File: src/rtl/flag_pkg.sv
package flag_pkg;

  localparam int PSW_W  = 32;
  localparam int BIT_Z   = 0;
  localparam int BIT_S   = 1;
  localparam int BIT_OV  = 2;
  localparam int BIT_CY  = 3;
  localparam int BIT_SAT = 4;
  localparam int BIT_ID  = 5;
  localparam int LIVE_W  = BIT_ID + 1;

  typedef enum logic [2:0] {
    OP_NONE  = 3'd0,
    OP_CMP_R = 3'd1,
    OP_CMP_I = 3'd2,
    OP_TST   = 3'd3,
    OP_DI    = 3'd4,
    OP_EI    = 3'd5
  } op_e;

  typedef struct packed {
    logic z;
    logic s;
    logic ov;
    logic cy;
  } flags_t;

endpackage

File: src/rtl/flag_rst_sync.sv
module flag_rst_sync #(
  parameter int STAGES = 2
) (
  input  logic clk,
  input  logic rst_n,
  output logic rst_q
);
  localparam int LAST = STAGES - 1;

  logic [LAST:0] chain;

  always_ff @(posedge clk or negedge rst_n) begin
    if (!rst_n) chain <= '0;
    else        chain <= {chain[LAST-1:0], 1'b1};
  end

  assign rst_q = chain[LAST];
endmodule

File: src/rtl/flag_cmp_path.sv
module flag_cmp_path
  import flag_pkg::*;
#(
  parameter int DATA_W = 32,
  parameter int IMM_W  = 5
) (
  input  logic [DATA_W-1:0] minuend,
  input  logic [DATA_W-1:0] reg_sub,
  input  logic [IMM_W-1:0]  imm,
  input  logic              use_imm,
  output flags_t            flags
);
  localparam int EXT_W = DATA_W - IMM_W;
  localparam int MSB   = DATA_W - 1;

  logic [DATA_W-1:0] imm_ext;
  logic [DATA_W-1:0] subtrahend;
  logic [DATA_W:0]   wide_diff;
  logic [DATA_W-1:0] diff;

  generate
    if (EXT_W > 0) begin : g_ext
      assign imm_ext = {{EXT_W{imm[IMM_W-1]}}, imm};
    end else begin : g_noext
      assign imm_ext = imm[DATA_W-1:0];
    end
  endgenerate

  always_comb begin
    subtrahend = use_imm ? imm_ext : reg_sub;
    wide_diff  = {1'b0, minuend} - {1'b0, subtrahend};
    diff       = wide_diff[DATA_W-1:0];
    flags.z    = (diff == '0);
    flags.s    = diff[MSB];
    flags.cy   = wide_diff[DATA_W];
    flags.ov   = (minuend[MSB] ^ subtrahend[MSB]) & (diff[MSB] ^ minuend[MSB]);
  end
endmodule

File: src/rtl/flag_tst_path.sv
module flag_tst_path #(
  parameter int DATA_W = 32
) (
  input  logic [DATA_W-1:0] opa,
  input  logic [DATA_W-1:0] opb,
  output logic              z,
  output logic              s
);
  logic [DATA_W-1:0] masked;

  always_comb begin
    masked = opa & opb;
    z      = (masked == '0);
    s      = masked[DATA_W-1];
  end
endmodule

File: src/rtl/flag_psw_reg.sv
module flag_psw_reg
  import flag_pkg::*;
(
  input  logic             clk,
  input  logic             rst_q,
  input  logic             op_valid,
  input  logic [2:0]       op_code,
  input  flags_t           cmp_flags,
  input  logic             tst_z,
  input  logic             tst_s,
  output logic [PSW_W-1:0] psw
);
  logic [LIVE_W-1:0] live_q;
  logic [LIVE_W-1:0] live_d;
  logic              load;

  always_comb begin
    live_d = live_q;
    load   = 1'b0;
    if (op_valid) begin
      unique case (op_code)
        OP_CMP_R, OP_CMP_I: begin
          load           = 1'b1;
          live_d[BIT_Z]  = cmp_flags.z;
          live_d[BIT_S]  = cmp_flags.s;
          live_d[BIT_OV] = cmp_flags.ov;
          live_d[BIT_CY] = cmp_flags.cy;
        end
        OP_TST: begin
          load           = 1'b1;
          live_d[BIT_Z]  = tst_z;
          live_d[BIT_S]  = tst_s;
          live_d[BIT_OV] = 1'b0;
        end
        OP_DI: begin
          load           = 1'b1;
          live_d[BIT_ID] = 1'b1;
        end
        OP_EI: begin
          load           = 1'b1;
          live_d[BIT_ID] = 1'b0;
        end
        default: load = 1'b0;
      endcase
    end
    live_d[BIT_SAT] = 1'b0;
  end

  always_ff @(posedge clk or negedge rst_q) begin
    if (!rst_q)    live_q <= '0;
    else if (load) live_q <= live_d;
  end

  assign psw = {{(PSW_W-LIVE_W){1'b0}}, live_q};
endmodule

File: src/rtl/flag_eval_unit.sv
module flag_eval_unit
  import flag_pkg::*;
#(
  parameter int DATA_W    = 32,
  parameter int IMM_W     = 5,
  parameter int RST_STAGE = 2
) (
  input  logic              clk,
  input  logic              rst_n,
  input  logic              op_valid,
  input  logic [2:0]        op_code,
  input  logic [DATA_W-1:0] src_a,
  input  logic [DATA_W-1:0] src_b,
  input  logic [IMM_W-1:0]  imm,
  output logic [PSW_W-1:0]  psw_o
);
  logic   rst_q;
  flags_t cmp_flags;
  logic   tst_z;
  logic   tst_s;
  logic   use_imm;

  assign use_imm = (op_code == OP_CMP_I);

  flag_rst_sync #(.STAGES(RST_STAGE)) u_rst (
    .clk   (clk),
    .rst_n (rst_n),
    .rst_q (rst_q)
  );

  flag_cmp_path #(.DATA_W(DATA_W), .IMM_W(IMM_W)) u_cmp (
    .minuend (src_b),
    .reg_sub (src_a),
    .imm     (imm),
    .use_imm (use_imm),
    .flags   (cmp_flags)
  );

  flag_tst_path #(.DATA_W(DATA_W)) u_tst (
    .opa (src_a),
    .opb (src_b),
    .z   (tst_z),
    .s   (tst_s)
  );

  flag_psw_reg u_psw (
    .clk       (clk),
    .rst_q     (rst_q),
    .op_valid  (op_valid),
    .op_code   (op_code),
    .cmp_flags (cmp_flags),
    .tst_z     (tst_z),
    .tst_s     (tst_s),
    .psw       (psw_o)
  );
endmodule

File: config.mk
export PLATFORM = sky130hd
export DESIGN_NAME = flag_eval_unit
export DESIGN_NICKNAME = d
export VERILOG_FILES = /design/src/rtl/flag_pkg.sv /design/src/rtl/flag_rst_sync.sv /design/src/rtl/flag_cmp_path.sv /design/src/rtl/flag_tst_path.sv /design/src/rtl/flag_psw_reg.sv /design/src/rtl/flag_eval_unit.sv
export SDC_FILE = /design/constraint.sdc
export NUM_CORES = 1
export LEC_CHECK = 0
export BUFFER_PORTS_ARGS = -buffer_cell sky130_fd_sc_hd__buf_2
export CAP_MARGIN = 0
export CORE_MARGIN = 2
export CORE_UTILIZATION = 53
export CTS_BUF_LIST = sky130_fd_sc_hd__clkbuf_4
export DETAILED_ROUTE_END_ITERATION = 7
export PLACE_DENSITY = 0.84
export SKIP_CTS_REPAIR_TIMING = 1
export SLEW_MARGIN = 30
export SYNTH_ARGS = -nofsm -noshare
export SYNTH_HDL_FRONTEND = slang
export SYNTH_SLANG_ARGS = --single-unit
File: constraint.sdc
create_clock -name clk -period 0.8 [get_ports clk]
set_input_delay 0.04 -clock clk [delete_from_list [all_inputs] [get_ports clk]]
set_output_delay 0.04 -clock clk [all_outputs]
set_load 0.01 [all_outputs]
==> flow_metrics.tcl, run 1 <==
set metrics [dict create \
    yosys.area_share.simple_pct 24.6 \
    synthAdderAreaFrac_pct 13.7 \
    h-tree-depth 1 \
    synth-edff-count 0 \
    crit_endpoint "u_psw.live_q[0]$_DFFE_PN0P_/D" \
    yosysUniqueCellTypes 72 \
    synth_top_area_share_pct 13.0 \
    status "aborted with a tool error" \
    cts.path.max_buffers 2 \
    synth_mux_area_share_pct 4.07 \
    tool.error "[ERROR GRT-0232] Routing congestion too high. Check the congestion heatmap in the GUI." \
    haltStage "global routing" \
    grt_max_degree 24 \
    synth_area_leader_cell "ha_1" \
    synth_compound_area_share_pct 38.1 \
    synth_top_family_by_area "compound AO/OA/AOI/OAI gates" \
    synthTopCellsByArea "ha_1 (13%), a21oi_1 (9.8%), buf_4 (6.6%)" \
    rows 27 \
    yosysWarningCount 0 \
    hpwlAfterDp_um 11300 \
    grt_usage_pct 67.8 \
    syn_inst 440 \
    cts_sinks 7 \
    synth_ff_type "dfrtp_1" \
    async_flop_share_pct 100 \
    place_congestion 1.11 \
    cts_buffers 3 \
    initial_core_util_pct 55.5 \
    ys_seq_area_share_pct 5.69 \
    cts_root_buf "clkbuf_4" \
    syn_avg_cell_area_um2 6.99 \
    netlist_area_um2 3080 \
    worstEndpointType "sequential cell input" \
    yosys_register_bits 7 \
    die_h_um 80.2 \
    synth_xor_xnor_area_share_pct 2.85 \
    dieWidth_um 80.2 \
    io_pins 107 \
    overflow 1 \
    portBuffers 79 \
    placed_area_um2 4420 \
]
## metal layers
layer / track usage [%] / GRT overflow
met4: 64.6 / 1
met1: 66.7 / 0
met3: 51.0 / 0
met2: 87.2 / 0
met5: 24.5 / 0
## cell usage after synthesis, types with 4 or more instances
| master | number |
|---|---|
| a211oi_1 | 5 |
| a21o_1 | 13 |
| a21oi_1 | 60 |
| a22oi_1 | 9 |
| a31oi_1 | 4 |
| and2_1 | 6 |
| and3_1 | 10 |
| buf_2 | 7 |
| buf_4 | 27 |
| clkbuf_1 | 10 |
| dfrtp_1 | 7 |
| ha_1 | 32 |
| inv_1 | 12 |
| mux2i_1 | 8 |
| nand2_1 | 32 |
| nand3_1 | 9 |
| nand3b_1 | 5 |
| nand4_1 | 11 |
| nor2_1 | 31 |
| nor2b_1 | 6 |
| nor3_1 | 12 |
| nor4_1 | 4 |
| o211ai_1 | 10 |
| o21a_1 | 8 |
| o21ai_0 | 22 |
| or3_1 | 7 |
| xnor2_1 | 4 |
| xor2_1 | 6 |
## through the flow
step | std cells | TNS, ns | setup slack [ns] | util, %
2_1_floorplan | 466 | -8.40 | -2.37 | -
3_5_place_dp | 705 | -9.75 | -2.67 | 79.7
4_1_cts | 709 | -9.21 | -2.45 | 80.3
3_3_place_gp | 705 | -9.18 | -2.46 | 79.7
## cells by family after synthesis
| logic type | Yosys count |
|---|---|
| AO/OA/AOI/OAI | 174 |
| XOR/XNOR | 10 |
| adder cells (fa/ha/maj) | 33 |
| buffers and inverters | 57 |
| flip-flops | 7 |
| multiplexers | 12 |
| other | 2 |
| AND/OR/NAND/NOR | 145 |
==> run 2: changes to the inputs <==
--- a/config.mk
+++ b/config.mk
@@ -8,10 +8,9 @@
 export BUFFER_PORTS_ARGS = -buffer_cell sky130_fd_sc_hd__buf_2
 export CAP_MARGIN = 0
 export CORE_MARGIN = 2
-export CORE_UTILIZATION = 53
-export CTS_BUF_LIST = sky130_fd_sc_hd__clkbuf_4
+export CORE_UTILIZATION = 40
 export DETAILED_ROUTE_END_ITERATION = 7
-export PLACE_DENSITY = 0.84
+export PLACE_DENSITY_LB_ADDON = 0.15
 export SKIP_CTS_REPAIR_TIMING = 1
 export SLEW_MARGIN = 30
 export SYNTH_ARGS = -nofsm -noshare
==> flow_metrics.tcl, run 2 <==
set metrics [dict create \
    drive_gt1_share_pct 42.2 \
    path_clk_slew_ns 0.04 \
    die_h_um 91.7 \
    final_net_count 758 \
    grt.busiest_layer "met2" \
    status "complete, but fails checks" \
    swShare_pct 45.7 \
    critPathRequiredTime_ns 0.97 \
    syn_inst 440 \
    drv_slew 0 \
    critPathSlowestCell "or3b_4" \
    detail-route-antenna-nets 0 \
    setup_viol 5 \
    cts_root_buf "clkbuf_8" \
    synth-edff-count 0 \
    cts.path.max_buffers 2 \
    power.total_mw 5.17 \
    period_minus_slack_ns 3.30 \
    fp.coreArea_um2 7370 \
    viasPerCell 5.79 \
    syn_avg_cell_area_um2 6.99 \
    synth_area_leader_cell "ha_1" \
    power_density_nw_per_um2 1080 \
    grtUsageMet2_pct 47.1 \
    initial_core_util_pct 41.7 \
    dr.pass1.iters 7 \
    yosys_register_bits 7 \
    regMostFlops "u_psw.live_q" \
    place_congestion 1.03 \
    fin_crit_sh_pct 412 \
    grt_max_degree 21 \
    max_cap_violations 0 \
    dieWidth_um 91.7 \
    hpwlAfterDp_um 10300 \
    synth_common_cells "a21oi_1 (60), ha_1 (32), nand2_1 (32)" \
    p_seq_share_pct 8.4 \
    cp_max_fo 8 \
    finalSetupTns_ns -9.07 \
    clk_latency_ns 0.23 \
    layout_setup_ws_ns -2.50 \
    wl_per_cell_um 16.6 \
    critical_path_arrival_ns 3.46 \
    synthToLayoutAreaGrowth_pct 55.9 \
    async_flop_share_pct 100 \
    ys_seq_area_share_pct 5.69 \
    crit_chain "buf_6 -> or3b_4 -> nor2_4 -> buf_12 -> a21oi_1 -> ha_2 -> and3_1 -> nor2b_2 -> nand3_1 -> a31oi_1 -> nand4_1 -> mux2_1 -> nor4_2 -> buf_4 -> nand4_1 -> nand2_1" \
    start_kind "primary input" \
    drc 0 \
    endpoint_kind "flip-flop" \
    largest_registers "u_psw.live_q (5), u_rst.chain (2)" \
    hold_viol 0 \
    h-tree-depth 1 \
    path_common_cell "nand4_1" \
    synth_ff_type "dfrtp_1" \
    synthMostInstantiatedCell "a21oi_1" \
    drtIter0Drc 362 \
    ir_worst_vdd_uv 815 \
    crit_type "in2reg" \
    portBuffers 79 \
    grt_pass1_vias 4074 \
    yosysUniqueCellTypes 72 \
    violations "negative setup slack" \
    largest_reg_flops 5 \
    antenna_found_initial 0 \
    placed_area_um2 4460 \
    combPwrFrac_pct 81.8 \
    clock_skew_ns 0.00267 \
    final_cell_mix "buf_4 (135), buf_2 (77), a21oi_1 (56)" \
    cts_buffers 3 \
    final_common_cell "buf_4" \
    cpPeakStageDelay_ns 0.43 \
    fillCellCount 688 \
    worst_pin_slew_ns 0.647 \
    hold_path_class "reg2async" \
    grtUsageMet1_pct 39.3 \
    p_sw_mw 2.36 \
    grt_usage_pct 27.8 \
    io_pins 107 \
    routed_wl_um 12500 \
    synth_top_area_share_pct 13.0 \
    dpl_worst_slack_ns -2.72 \
    fin_area_um2 4800 \
    die-area_um2 8410 \
    tritoncts "done" \
    overflow 0 \
    cts_sinks 7 \
    internal_power_mw 2.81 \
    slew_headroom_pct 56.4 \
    rsz0062_at_grt "true" \
    yosysWarningCount 0 \
    antenna-diode-count 0 \
    rows 31 \
    netlist_area_um2 3080 \
    num_vias 4329 \
    p_leak_nw 2.36 \
    grt_pass1_wl_um 19300 \
    met3_usage_pct 1.56 \
    max_clock_freq_mhz 303 \
    synthTopCellsByArea "ha_1 (13%), a21oi_1 (9.8%), buf_4 (6.6%)" \
    holdWs_ns 0.0922 \
    clock_power_share_pct 9.8 \
]
==> run 2: cell counts after synthesis <==
Identical to the previous run, type by type.
==> run 2: layer usage <==
| metal | part of all wire, % | vias to the layer above |
|---|---|---|
| met5 | 0 | - |
| met4 | 1.9 | 0 |
| met3 | 8.0 | 29 |
| met2 | 46 | 240 |
| met1 | 44 | 1998 |
| li1 | - | 2062 |
==> run 2: final timing paths <==
kind / depth (start not counted) / endpoint / slack (ns) / from
worst max-delay path: 16 / u_psw.live_q[0]$_DFFE_PN0P_ / -2.50 / op_code[0]
worst min-delay path: 0 / u_psw.live_q[2]$_DFFE_PN0P_ / 0.09 / u_rst.chain[1]$_DFF_PN0_
worst max register to register: 2 / u_psw.live_q[0]$_DFFE_PN0P_ / 0.04 / u_psw.live_q[0]$_DFFE_PN0P_
worst min register to register: 0 / u_psw.live_q[2]$_DFFE_PN0P_ / 0.09 / u_rst.chain[1]$_DFF_PN0_
max in group asynchronous: 0 / u_psw.live_q[1]$_DFFE_PN0P_ / 0.51 / u_rst.chain[1]$_DFF_PN0_
min in group clk: 4 / u_psw.live_q[5]$_DFFE_PN0P_ / 0.21 / op_code[0]
==> run 2: kinds of logic after synthesis <==
family	synth area share, %
buf+inv	10.8
fa+ha+maj	13.7
mux	4.07
xor+xnor	2.85
flops	5.69
compound gates	38.1
other cells	0.244
simple gates	24.6
==> run 2: power groups by stage <==
stage	Combinational, mW	Sequential, mW	Clock [mW]
after floorplan	2.19	0.460	0
after global placement	3.78	0.437	0
after detailed placement	3.82	0.439	0
after CTS	3.84	0.434	0.518
after global routing	4.56	0.439	0.550
final	4.23	0.434	0.508
==> run 2: metrics by stage <==
step           util (%)  instances
6_report           65.1        748
5_1_grt            65.1        748
4_1_cts            61.1        737
3_5_place_dp       60.5        733
3_3_place_gp       60.5        733
2_1_floorplan         -        466
==> run 2: final cells by class <==
type	instances	area, um^2	share of cell area (%)
timing repair buffer	224	1560	32.6
clock buffer	3	41.3	0.861
tap	99	124	2.58
clock inverter	1	5.00	0.104
sequential	7	175	3.65
multi-input combinational	402	2840	59.2
inverter	12	47.5	0.991
==> run 2: critical path, delay by kind of cell <==
| family | cells | cell delay, ns |
|---|---|---|
| AND/OR/NAND/NOR | 9 | 1.95 |
| multiplexers | 1 | 0.34 |
| adder cells (fa/ha/maj) | 1 | 0.41 |
| buffers and inverters | 3 | 0.42 |
| AO/OA/AOI/OAI | 2 | 0.28 |
No activity file was read; power rests on OpenSTA's default activity.
